### src/rtl/pd_pkg.sv
// Shared types for the dual phase detector.
// Assumes: the select encoding below is the one the top-level port carries.
package pd_pkg;
    typedef enum logic {
        SRC_QUAD = 1'b0,
        SRC_EDGE = 1'b1
    } pd_src_e;

    localparam int unsigned MIN_SYNC_STAGES = 2;
endpackage

### src/rtl/pd_sync.sv
// Multi-flop synchronizer for one asynchronous level.
// Assumes: STAGES >= 2; reset value of every stage is 0.
module pd_sync #(
    parameter int unsigned STAGES = 2
) (
    input  logic clk,
    input  logic rst_n,
    input  logic d,
    output logic q
);
    logic [STAGES-1:0] chain;

    // Shift the input through the stages.
    always_ff @(posedge clk) begin
        if (!rst_n) chain <= '0;
        else        chain <= {chain[STAGES-2:0], d};
    end

    assign q = chain[STAGES-1];
endmodule

### src/rtl/pd_quad_det.sv
// Exclusive-OR phase comparator with a registered output.
// Assumes: both inputs are already synchronous to clk.
module pd_quad_det (
    input  logic clk,
    input  logic rst_n,
    input  logic a,
    input  logic b,
    output logic y
);
    // Register the disagreement of the two inputs.
    always_ff @(posedge clk) begin
        if (!rst_n) y <= 1'b0;
        else        y <= a ^ b;
    end
endmodule

### src/rtl/pd_edge_det.sv
// Falling-edge set/reset comparator with JK behaviour on simultaneous edges.
// Assumes: inputs are synchronous; EXTRA != 0 inserts one retiming stage.
module pd_edge_det #(
    parameter bit EXTRA = 1'b1
) (
    input  logic clk,
    input  logic rst_n,
    input  logic set_in,
    input  logic clr_in,
    output logic q,
    output logic fall_set,
    output logic fall_clr
);
    logic set_cur, clr_cur;
    logic set_prev, clr_prev;

    generate
        if (EXTRA) begin : g_retime
            logic set_d, clr_d;
            // Optional extra pipeline stage ahead of edge detection.
            always_ff @(posedge clk) begin
                if (!rst_n) begin
                    set_d <= 1'b0;
                    clr_d <= 1'b0;
                end else begin
                    set_d <= set_in;
                    clr_d <= clr_in;
                end
            end
            assign set_cur = set_d;
            assign clr_cur = clr_d;
        end else begin : g_direct
            assign set_cur = set_in;
            assign clr_cur = clr_in;
        end
    endgenerate

    // Keep the previous sample of each input for edge comparison.
    always_ff @(posedge clk) begin
        if (!rst_n) begin
            set_prev <= 1'b0;
            clr_prev <= 1'b0;
        end else begin
            set_prev <= set_cur;
            clr_prev <= clr_cur;
        end
    end

    assign fall_set = set_prev & ~set_cur;
    assign fall_clr = clr_prev & ~clr_cur;

    // JK update: set, clear, toggle or hold.
    always_ff @(posedge clk) begin
        if (!rst_n) begin
            q <= 1'b0;
        end else begin
            unique case ({fall_set, fall_clr})
                2'b10:   q <= 1'b1;
                2'b01:   q <= 1'b0;
                2'b11:   q <= ~q;
                default: q <= q;
            endcase
        end
    end
endmodule

### src/rtl/dual_phase_detector.sv
// Top: two phase comparators sharing the feedback input, plus an output select.
// Assumes: ref_a1, ref_a2 and fb are asynchronous; sel_edge is synchronous.
module dual_phase_detector
    import pd_pkg::*;
#(
    parameter int unsigned SYNC_STAGES      = 2,
    parameter bit          EDGE_EXTRA_STAGE = 1'b1
) (
    input  logic clk,
    input  logic rst_n,
    input  logic ref_a1,
    input  logic ref_a2,
    input  logic fb,
    input  logic sel_edge,
    output logic xor_out,
    output logic ecpd_out,
    output logic dn_up
);
    localparam int unsigned NUM_IN = 3;
    localparam int unsigned DEPTH  = (SYNC_STAGES < MIN_SYNC_STAGES) ? MIN_SYNC_STAGES : SYNC_STAGES;

    logic [NUM_IN-1:0] raw_in, syn_in;
    logic              ecpd_fall_ref, ecpd_fall_fb;
    pd_src_e           src;

    assign raw_in = {fb, ref_a2, ref_a1};

    generate
        for (genvar gi = 0; gi < NUM_IN; gi++) begin : g_sync
            pd_sync #(.STAGES(DEPTH)) i_sync (
                .clk  (clk),
                .rst_n(rst_n),
                .d    (raw_in[gi]),
                .q    (syn_in[gi])
            );
        end
    endgenerate

    pd_quad_det i_quad (
        .clk  (clk),
        .rst_n(rst_n),
        .a    (syn_in[0]),
        .b    (syn_in[2]),
        .y    (xor_out)
    );

    pd_edge_det #(.EXTRA(EDGE_EXTRA_STAGE)) i_edge (
        .clk     (clk),
        .rst_n   (rst_n),
        .set_in  (syn_in[1]),
        .clr_in  (syn_in[2]),
        .q       (ecpd_out),
        .fall_set(ecpd_fall_ref),
        .fall_clr(ecpd_fall_fb)
    );

    // Choose which comparator steers the loop counter.
    assign src   = pd_src_e'(sel_edge);
    assign dn_up = (src == SRC_EDGE) ? ecpd_out : xor_out;
endmodule

### config.mk
export PLATFORM = sky130hd
export DESIGN_NAME = dual_phase_detector
export DESIGN_NICKNAME = d
export VERILOG_FILES = /design/src/rtl/pd_pkg.sv /design/src/rtl/pd_sync.sv /design/src/rtl/pd_quad_det.sv /design/src/rtl/pd_edge_det.sv /design/src/rtl/dual_phase_detector.sv
export SDC_FILE = /design/constraint.sdc
export NUM_CORES = 1
export LEC_CHECK = 0
export CAP_MARGIN = 10
export CORE_AREA = 5 5 42 44
export DETAILED_ROUTE_END_ITERATION = 8
export DIE_AREA = 0 0 47 49
export DONT_BUFFER_PORTS = 1
export MAX_ROUTING_LAYER = met4
export PLACE_DENSITY_LB_ADDON = 0.1
export RECOVER_POWER = 25
export SLEW_MARGIN = 20
export SYNTH_ARGS = -nofsm -noshare
export SYNTH_HDL_FRONTEND = slang
export SYNTH_SLANG_ARGS = --single-unit
### constraint.sdc
create_clock -name clk -period 1.5 [get_ports clk]
set_input_delay 0.15 -clock clk [delete_from_list [all_inputs] [get_ports clk]]
set_output_delay 0.15 -clock clk [all_outputs]
set_load 0.05 [all_outputs]
## Yosys cells after proc, flatten, opt, wreduce, memory -nomap -nowiden

Index checks and enable logic that the tools add are counted.

| storage, ports and cells | value |
|---|---|
| register bits | 12 |
| latch bits | 0 |
| RAM bits | 0 |
| ROM bits | 0 |
| bits of input ports | 6 |
| logic and storage cells | 21 |
| memories | 0 |

| cells by class | value |
|---|---|
| add/subtract/negate cells | 0 |
| multiply operators | 0 |
| divide/modulo/power cells | 0 |
| $lt $le $gt $ge | 0 |
| eq/ne operators | 3 |
| shift-type cells | 0 |
| multiplexer cells | 2 |
| bitwise gates (word level) | 6 |
| reductions and logical operators | 1 |

Operators by type and width:

| operator | number |
|---|---|
| 2-bit equality test (second input constant) | 2 |
| 1-bit inverter | 3 |
| 1-bit case mux with 3 select lines | 1 |
| 3-bit nonzero test | 1 |
| 1-bit bitwise AND | 2 |
| 2-bit by 1-bit equality test with 1-bit output (second input constant) | 1 |
| 1-bit 2-to-1 mux | 1 |
| 1-bit bitwise XOR | 1 |

## Longest topological paths before layout

Gate-level depths: netlist of the first run.

| logic depth | value |
|---|---|
| depth in word-level cells | 4 |
| gate-level depth with buffers | 2 |

## Hierarchy

A second synthesis of the first run with hierarchy kept.

| second synthesis, totals | value |
|---|---|
| cell total of the unflattened synthesis | 29 |
| area total of the unflattened synthesis | 371.6 um^2 |

Modules (own cells, without submodules):

| module | times used | cells each | area an instance (um^2) | sequential area each (um^2) |
|---|---|---|---|---|
| pd_edge_det | 1 | 13 | 163.9 | 100.1 |
| pd_sync | 3 | 4 | 52.6 | 40.0 |
| pd_quad_det | 1 | 3 | 35.0 | 20.0 |
| dual_phase_detector | 1 | 1 | 15.0 | 0.0 |

## Worst setup path before layout of the first run

OpenSTA, ideal clock, no wires.

| path | value |
|---|---|
| path type | register -> output |
| start | register i_edge.q |
| end | output dn_up |
| arrival time | 993 ps |
| setup slack | 357 ps |
| cell stages (with the launch flop) | 2 |
| path buffers | 0 |
| cell sequence | dfxtp_1 -> mux2_4 |

| on the way | value |
|---|---|
| cells in the longest elaborated chain, start to end | 1 |

RTL lines:

| element | RTL line | RTL |
|---|---|---|
| start, declared | pd_edge_det.sv:10 | `output logic q,` |
| start signal, assigned | pd_edge_det.sv:60 | `2'b11: q <= ~q;` |
| start signal, assigned | pd_edge_det.sv:61 | `default: q <= q;` |
| 1-bit 2-to-1 mux | dual_phase_detector.sv:59 | `assign dn_up = (src == SRC_EDGE) ? ecpd_out : xor_out;` |
| end, declared | dual_phase_detector.sv:17 | `output logic dn_up` |

Every way passes these cells.

## Worst setup path after layout of the first run

Same ends and word-level chain as after synthesis.

==> results.py, run 1 <==
metrics = {
    "outcome": {
        "outcome": "finished clean",
    },
    "worst_setup_path": {
        "worstPathMaxFanout": 4,
        "reg2reg_depth": 2,
        "worstReg2RegEnd": "i_edge.q$_SDFFE_PN0P_",
        "startpoint_type": "flip-flop",
        "r2r-start": "i_edge.set_prev$_SDFF_PN0_",
        "worstPathBufferInverterCount": 0,
        "crit_start": "i_edge.q$_SDFFE_PN0P_",
        "worstSetupPathType": "reg -> out",
        "crit_family": "multiplexers",
        "endpoint_kind": "output pin",
        "crit_chain": "mux2_4",
        "r2r_setup_slack_ns": 0.79,
        "slowest_stage": "mux2_4",
        "worstPathArrival_ns": 0.94,
        "slowest_delay_ns": 0.35,
        "cp.required_ns": 1.35,
    },
    "floorplan": {
        "rows": 14,
        "die_w_um": 47,
        "coreArea_um2": 1401,
        "ios": 9,
        "die_h_um": 49,
        "initial_core_util_pct": 26.07,
        "dieArea_um2": 2303,
    },
    "routing": {
        "via_per_inst": 3.940,
        "detail-route-antenna-nets": 0,
        "via_count": 197,
        "dr.pass1.iters": 1,
        "wirelength_um": 450,
        "dr.first_iter.drc_count": 0,
        "drc": 0,
        "wire_per_inst_um": 9.000,
    },
    "hold_path": {
        "min_path_type": "in -> reg",
        "hp-start": "fb",
        "whs_path_depth": 1,
        "hold-path-endpoint": "g_sync[2].i_sync.chain[0]$_SDFF_PN0_",
    },
    "synth": {
        "synth_area_leaders": "dfxtp_1 66%, and2_1 17%, mux2_4 4.1%",
        "ys_seq_area_share_pct": 65.75,
        "ys_seq_elements": 12,
        "synth_warnings": 0,
        "netlist.area_leader.share_pct": 65.75,
        "syn-num-nets": 35,
        "ys_types": 9,
        "synth_area_um2": 365.4,
        "yosysTopAreaCell": "dfxtp_1",
        "avgSynthCellArea_um2": 12.60,
        "syn_inst": 29,
    },
    "final_layout": {
        "drive_gt1_share_pct": 20.59,
        "finalNonFillerCells": 50,
        "final_area_um2": 425.4,
        "area_growth_pct": 16.44,
        "fin_util_pct": 30.36,
        "diodes": 0,
        "fin_nets": 42,
    },
    "sta": {
        "max_freq_mhz": 918.1,
        "worstMarginPinSlew_ns": 0.1992,
        "max_slew_margin_pct": 86.67,
        "setup_viol": 0,
        "fin_crit_sh_pct": 72.61,
        "tns_ns": 0,
        "fin_worst_skew_ns": 0.005439,
        "min_period_ns": 1.089,
        "hold_violations": 0,
        "drv_slew": 0,
        "grt_setup_unrepaired": "false",
    },
    "clock_network": {
        "cts-root-buf": "clkbuf_4",
        "clkTransAtPathRegs_ns": 0.07,
        "cts_setup_buffers": 0,
        "cts_buffers": 3,
        "h-tree-depth": 1,
        "cts_tree": "done",
        "cts.path.max_buffers": 2,
        "hold_buffers": 1,
        "cts_sinks": 12,
        "insertion_delay_ns": 0.26,
        "cts_resized": 0,
    },
    "pwr": {
        "p_int_uw": 435.9,
        "p_switching_uw": 109.8,
        "power_uw": 545.7,
        "swShare_pct": 20.12,
        "p_leak_uw": 0.0001914,
        "ir_worst_vdd_mv": 0.5443,
        "comb_power_share_pct": 5.4,
        "p_clk_share_pct": 33.4,
        "p_per_area_nw_per_um2": 1283,
        "p_seq_share_pct": 61.2,
    },
    "grt": {
        "grt_usage_pct": 5.584,
        "overflow": 0,
        "antenna_found_initial": 0,
        "grt_pass1_wl_um": 821,
        "grt_max_degree": 8,
        "grt_pass1_vias": 200,
    },
    "place": {
        "dp.cells": 46,
        "place.port_buffers": 0,
        "place_area_um2": 392.9,
        "place.gp.congestion": 0.5730,
    },
    "job": {
        "maxCapViolCount": 0,
    },
}
-- registers in the layout (all words and copies together), names as in the netlist --
name	flops
i_quad.y	1
i_edge.clr_prev	1
i_edge.set_prev	1
i_edge.g_retime.set_d	1
g_sync.i_sync.chain	6
i_edge.clr_cur	1
i_edge.q	1
-- cells by family (layout without fill, tap and decap cells) --
kind of cell	Yosys count	after routing	synth area share [%]
AO/OA/AOI/OAI	1	1	2.740
XOR/XNOR	1	1	2.398
buffers and inverters	1	6	2.056
flip-flops	12	12	65.75
multiplexers	1	1	4.108
AND/OR/NAND/NOR	13	13	22.95
-- Yosys cell counts --
| cell | number |
|---|---|
| o211a_1 | 1 |
| and2_1 | 10 |
| mux2_4 | 1 |
| nor2b_1 | 1 |
| and2_2 | 1 |
| dfxtp_1 | 12 |
| xor2_1 | 1 |
| nand3b_1 | 1 |
| buf_4 | 1 |
-- stage by stage --
stage                     hold slack, ns  setup WS (ns)
final                            0.01036         0.4108
after floorplan                   0.2773         0.3571
after detailed placement          0.2755         0.6833
after CTS                      0.0003197         0.3905
after global placement            0.2742         0.6970
after global routing            0.001425         0.3679
-- worst register-to-register path: cells and delay by family, from the launching register on --
kind | cells | cell delay (ns)
AO/OA/AOI/OAI | 1 | 0.19
flip-flops | 1 | 0.29
AND/OR/NAND/NOR | 1 | 0.12
-- power by group through the flow --
| stage | Combinational [uW] | Sequential (uW) | Clock (uW) |
|---|---|---|---|
| finish | 29.5 | 334 | 182 |
| detailed placement | 26.2 | 341 | 0 |
| global placement | 26.3 | 341 | 0 |
| floorplan | 18.8 | 348 | 0 |
| CTS | 30.2 | 334 | 195 |
| global route | 32.5 | 335 | 213 |
-- cells in the final DEF (no fill, tap or decap), drive strengths merged --
master | netlist | routed
nand3b | 1 | 1
dlygate4sd3 | 0 | 1
o211a | 1 | 1
buf | 1 | 2
nor2b | 1 | 1
dfxtp | 12 | 12
xor2 | 1 | 1
mux2 | 1 | 1
and2 | 11 | 11
clkbuf | 0 | 3
-- worst max-delay path by stage --
stage,end,slack [ns],cells past startpoint
4_1_cts,dn_up,0.39,1
2_1_floorplan,dn_up,0.36,1
3_3_place_gp,dn_up,0.70,1
5_1_grt,dn_up,0.37,1
6_report,dn_up,0.41,1
3_5_place_dp,dn_up,0.68,1
-- final cells by class --
cell class | count | area, um2
multi-input combinational | 16 | 117.6
fill | 153 | 975.9
clock buffer | 3 | 22.52
timing repair buffer | 3 | 25.02
tap | 16 | 20.02
sequential | 12 | 240.2
-- routing by layer --
| metal | wire [um] | global-route usage [%] | part of all wire, % | up-vias |
|---|---|---|---|---|
| met5 | 0 | - | 0 | - |
| met4 | 5 | 5.530 | 1.1 | 0 |
| met3 | 45 | 3.321 | 10 | 2 |
| met2 | 205 | 6.335 | 46 | 8 |
| met1 | 194 | 6.236 | 43 | 84 |
| li1 | - | - | - | 103 |
No activity file was read; power rests on OpenSTA's default activity.
==> run 2, diff against run 1 <==
==> constraint.sdc (replaced) <==
create_clock -name clk -period 1.1 [get_ports clk]
set_input_delay 0.11 -clock clk [delete_from_list [all_inputs] [get_ports clk]]
set_output_delay 0.11 -clock clk [all_outputs]
set_load 0.05 [all_outputs]
==> results.py, run 2 (synthesis gave the netlist of run 1 again) <==
metrics = {
    "outcome": {
        "outcome": "finished clean",
    },
    "place": {
        "place.gp.congestion": 0.5738,
        "pre_cts_slack_ns": 0.3341,
        "place_area_um2": 394.1,
        "place.port_buffers": 0,
    },
    "worst_setup_path": {
        "startpoint_type": "flip-flop",
        "worstPathBufferInverterCount": 0,
        "worstSetupPathType": "reg -> out",
        "endpoint_kind": "output pin",
        "crit_chain": "mux2_4",
        "slowest_stage": "mux2_4",
        "worstPathArrival_ns": 0.93,
        "slowest_delay_ns": 0.34,
        "worstPathMaxFanout": 4,
        "crit_family": "multiplexers",
        "cp.required_ns": 0.99,
    },
    "sta": {
        "max_freq_mhz": 960.0,
        "min_period_ns": 1.042,
        "fin_worst_skew_ns": 0.005587,
        "fin_crit_sh_pct": 94.70,
        "holdWs_ns": 0.4260,
        "drv_slew": 0,
        "grt_setup_unrepaired": "false",
        "tns_ns": 0,
        "hold_violations": 0,
        "max_slew_margin_pct": 79.11,
        "setup_ws_ns": 0.05835,
        "worstMarginPinSlew_ns": 0.3123,
        "setup_viol": 0,
    },
    "grt": {
        "grt_usage_pct": 5.366,
        "grt_pass1_wl_um": 786,
        "grt_max_degree": 13,
        "overflow": 0,
        "grt_pass1_vias": 188,
        "antenna_found_initial": 0,
    },
    "floorplan": {
        "die_w_um": 47,
        "coreArea_um2": 1401,
        "initial_core_util_pct": 26.07,
        "ios": 9,
        "dieArea_um2": 2303,
        "die_h_um": 49,
        "rows": 14,
    },
    "clock_network": {
        "clkTransAtPathRegs_ns": 0.06,
        "cts_setup_buffers": 0,
        "cts.path.max_buffers": 2,
        "cts_sinks": 12,
        "cts-root-buf": "clkbuf_4",
        "cts_resized": 0,
        "hold_buffers": 4,
        "cts_buffers": 3,
        "cts_tree": "done",
        "h-tree-depth": 1,
        "insertion_delay_ns": 0.26,
    },
    "final_layout": {
        "most-common-layout-cells": "11 x dfxtp_1, 10 x and2_1, 4 x dlygate4sd3_1, 3 x clkbuf_4, 2 x buf_4",
        "fin_nets": 45,
        "fillers": 151,
        "multi_input_area_um2": 117.6,
        "area_growth_pct": 25.00,
        "regArea_um2": 241.5,
        "diodes": 0,
        "drive_gt1_share_pct": 21.62,
        "final_area_um2": 456.7,
        "regMostFlops": "g_sync.i_sync.chain",
        "layout_commonest_cell": "dfxtp_1",
        "largest_reg_flops": 6,
    },
    "pwr": {
        "p_int_uw": 601.7,
        "p_leak_uw": 0.0002073,
        "p_clk_share_pct": 33.1,
        "p_per_area_nw_per_um2": 1654,
        "swShare_pct": 20.33,
        "ir_worst_vdd_mv": 0.7487,
        "comb_power_share_pct": 6.6,
        "power_uw": 755.3,
        "p_seq_share_pct": 60.3,
        "p_switching_uw": 153.5,
    },
    "routing": {
        "via_count": 204,
        "wirelength_um": 454,
        "detail-route-antenna-nets": 0,
        "wire_per_inst_um": 8.566,
        "dr.pass1.iters": 2,
        "via_per_inst": 3.849,
        "drc": 0,
        "dr.first_iter.drc_count": 1,
    },
    "job": {
        "maxCapViolCount": 0,
    },
    "hold_path": {
        "min_path_type": "reg -> reg",
    },
}
[run 2: changes by cell type in the layout (fill, tap and decap cells not counted), sizes merged]
cell         change
dlygate4sd3      +3
[run 2: through the flow]
step | cells | utilization [%]
6_report | 53 | 32.59
2_1_floorplan | 29 | -
4_1_cts | 53 | 32.59
5_1_grt | 53 | 32.59
3_5_place_dp | 46 | 28.13
3_3_place_gp | 46 | 28.13
[run 2: power groups by stage]
stage / combinational, uW / sequential [uW] / clock, uW
global placement: 35.9 / 465 / 0
CTS: 50.7 / 455 / 266
finish: 50.2 / 455 / 250
detailed placement: 35.7 / 466 / 0
floorplan: 25.6 / 474 / 0
global route: 55.4 / 457 / 290
[run 2: final timing paths]
| kind | startpoint | end | slack (ns) | cells after the start |
|---|---|---|---|---|
| setup / recovery | i_edge.q$_SDFFE_PN0P_ | dn_up | 0.06 | 1 |
| setup reg to reg | i_edge.set_prev$_SDFF_PN0_ | i_edge.q$_SDFFE_PN0P_ | 0.39 | 2 |
| hold reg to reg | g_sync[1].i_sync.chain[1]$_SDFF_PN0_ | i_edge.g_retime.set_d$_SDFF_PN0_ | 0.43 | 1 |
| hold / removal | g_sync[1].i_sync.chain[1]$_SDFF_PN0_ | i_edge.g_retime.set_d$_SDFF_PN0_ | 0.43 | 1 |
[run 2: area by class of cell]
cell class                      instances  area share (%)
Sequential cell                        12           52.88
Multi-Input combinational cell         16           25.75
Timing Repair Buffer                    6           12.05
Clock buffer                            3           4.932
Tap cell                               16           4.384
[run 2: routing by layer]
layer | GRT usage (%) | share of wire, % | vias to the layer above
met5 | - | 0 | -
met4 | 5.530 | 1.1 | 0
met3 | 3.321 | 11 | 2
met2 | 5.656 | 40 | 8
met1 | 6.236 | 47 | 87
li1 | - | - | 107
==> run 3, diff against run 2 <==
==> constraint.sdc (replaced) <==
create_clock -name clk -period 1.1 [get_ports clk]
set_input_delay 0.165 -clock clk [delete_from_list [all_inputs] [get_ports clk]]
set_output_delay 0.165 -clock clk [all_outputs]
set_load 0.05 [all_outputs]
==> results.py, run 3 (synthesis gave the netlist of run 1 again) <==
metrics = {
    "hold_path": {
        "whs_path_depth": 1,
        "hold-path-endpoint": "g_sync[0].i_sync.chain[0]$_SDFF_PN0_",
        "hp-start": "rst_n",
        "min_path_type": "in -> reg",
    },
    "final_layout": {
        "finalNonFillerCells": 53,
        "fillers": 152,
        "largest_reg_flops": 6,
        "regArea_um2": 242.7,
        "fin_util_pct": 32.77,
        "most-common-layout-cells": "10 x and2_1, 10 x dfxtp_1, 3 x clkbuf_4, 3 x buf_4",
        "regMostFlops": "g_sync.i_sync.chain",
        "drive_gt1_share_pct": 29.73,
        "area_growth_pct": 25.68,
        "multi_input_area_um2": 117.6,
        "diodes": 0,
        "fin_nets": 44,
    },
    "routing": {
        "wire_per_inst_um": 8.491,
        "wirelength_um": 450,
        "dr.pass1.iters": 4,
        "dr.first_iter.drc_count": 1,
        "via_per_inst": 4.094,
        "detail-route-antenna-nets": 0,
        "via_count": 217,
        "drc": 0,
    },
    "worst_setup_path": {
        "reg2reg_depth": 2,
        "endpoint_kind": "output pin",
        "slowest_delay_ns": 0.35,
        "crit_chain": "mux2_4",
        "worstPathMaxFanout": 2,
        "worstReg2RegEnd": "i_edge.q$_SDFFE_PN0P_",
        "worstPathBufferInverterCount": 0,
        "worstPathArrival_ns": 0.93,
        "worstSetupPathType": "reg -> out",
        "r2r_setup_slack_ns": 0.33,
        "r2r-start": "i_edge.q$_SDFFE_PN0P_",
        "cp.required_ns": 0.94,
        "slowest_stage": "mux2_4",
        "crit_family": "multiplexers",
        "startpoint_type": "flip-flop",
    },
    "floorplan": {
        "ios": 9,
        "die_h_um": 49,
        "die_w_um": 47,
        "initial_core_util_pct": 26.07,
        "dieArea_um2": 2303,
        "rows": 14,
        "coreArea_um2": 1401,
    },
    "sta": {
        "fin_crit_sh_pct": 99.84,
        "worstMarginPinSlew_ns": 0.1584,
        "holdWs_ns": 0.01860,
        "setup_ws_ns": 0.001813,
        "max_slew_margin_pct": 89.49,
        "setup_viol": 0,
        "hold_violations": 0,
        "min_period_ns": 1.098,
        "max_freq_mhz": 910.6,
        "grt_setup_unrepaired": "true",
        "fin_worst_skew_ns": 0.001356,
        "drv_slew": 0,
    },
    "outcome": {
        "outcome": "finished clean",
    },
    "clock_network": {
        "h-tree-depth": 1,
        "cts_buffers": 3,
        "cts_tree": "done",
        "cts-root-buf": "clkbuf_4",
        "cts.path.max_buffers": 2,
        "cts_sinks": 12,
        "cts_resized": 0,
        "insertion_delay_ns": 0.26,
        "clkTransAtPathRegs_ns": 0.07,
    },
    "grt": {
        "overflow": 0,
        "grt_max_degree": 13,
        "grt_pass1_vias": 221,
        "antenna_found_initial": 0,
        "grt_pass1_wl_um": 924,
        "grt_usage_pct": 6.083,
    },
    "job": {
        "maxCapViolCount": 0,
    },
    "pwr": {
        "ir_worst_vdd_mv": 0.9124,
        "p_leak_uw": 0.0002119,
        "p_per_area_nw_per_um2": 1818,
    },
    "place": {
        "dp.cells": 46,
        "place.port_buffers": 0,
        "pre_cts_slack_ns": 0.2803,
        "place.gp.congestion": 0.5714,
    },
}
-- run 3: cell types whose count changed in the layout (fill, tap and decap cells not counted), sizes merged --
cell,before,now
dlygate4sd3,4,2
buf,2,3
clkbuf,3,4
-- run 3: how the worst max path moves through the flow --
stage / start / end / slack [ns] / cells after the start
global placement: i_edge.q$_SDFFE_PN0P_ / dn_up / 0.29 / 1
CTS: i_quad.y$_SDFF_PN0_ / dn_up / -0.01 / 1
global route: i_quad.y$_SDFF_PN0_ / dn_up / -0.04 / 1
finish: i_quad.y$_SDFF_PN0_ / dn_up / 0.002 / 1
floorplan: i_edge.q$_SDFFE_PN0P_ / dn_up / 0.14 / 1
detailed placement: i_edge.q$_SDFFE_PN0P_ / dn_up / 0.28 / 1
-- run 3: cell type report --
class | instances | area share [%]
well taps | 16 | 4.360
multi-input cells | 16 | 25.61
repair buffers | 5 | 9.264
flip-flops and latches | 12 | 52.86
clock buffers | 4 | 7.902
-- run 3: where the power goes --
group | internal (uW) | leakage (uW) | switching (uW)
clock | 201 | 0.0000210 | 137
sequential | 451 | 0.0000993 | 4.80
combinational | 21.4 | 0.0000916 | 20.6
total | 673 | 0.000212 | 162
-- run 3: timing repair --
item	CTS	global route
setup endpoints to repair	1	1
hold buffers	0	2
buffers inserted	1	0
hold endpoints to repair	0	1
-- run 3: routing by layer --
layer / share of wire (%) / up-vias / track usage (%)
met5: 0 / - / -
met4: 1.1 / 0 / 5.530
met1: 42 / 100 / 7.539
met3: 12 / 2 / 3.321
met2: 45 / 8 / 6.561
li1: - / 107 / -
-- run 3: stage by stage --
step	setup TNS [ns]	area, um2	power, uW
finish	0	459.2	835.0
global route	-0.03965	459.2	896.8
CTS	-0.01268	439.2	846.4
detailed placement	0	395.4	502.0
global placement	0	395.4	501.4
floorplan	0	367.9	500.1
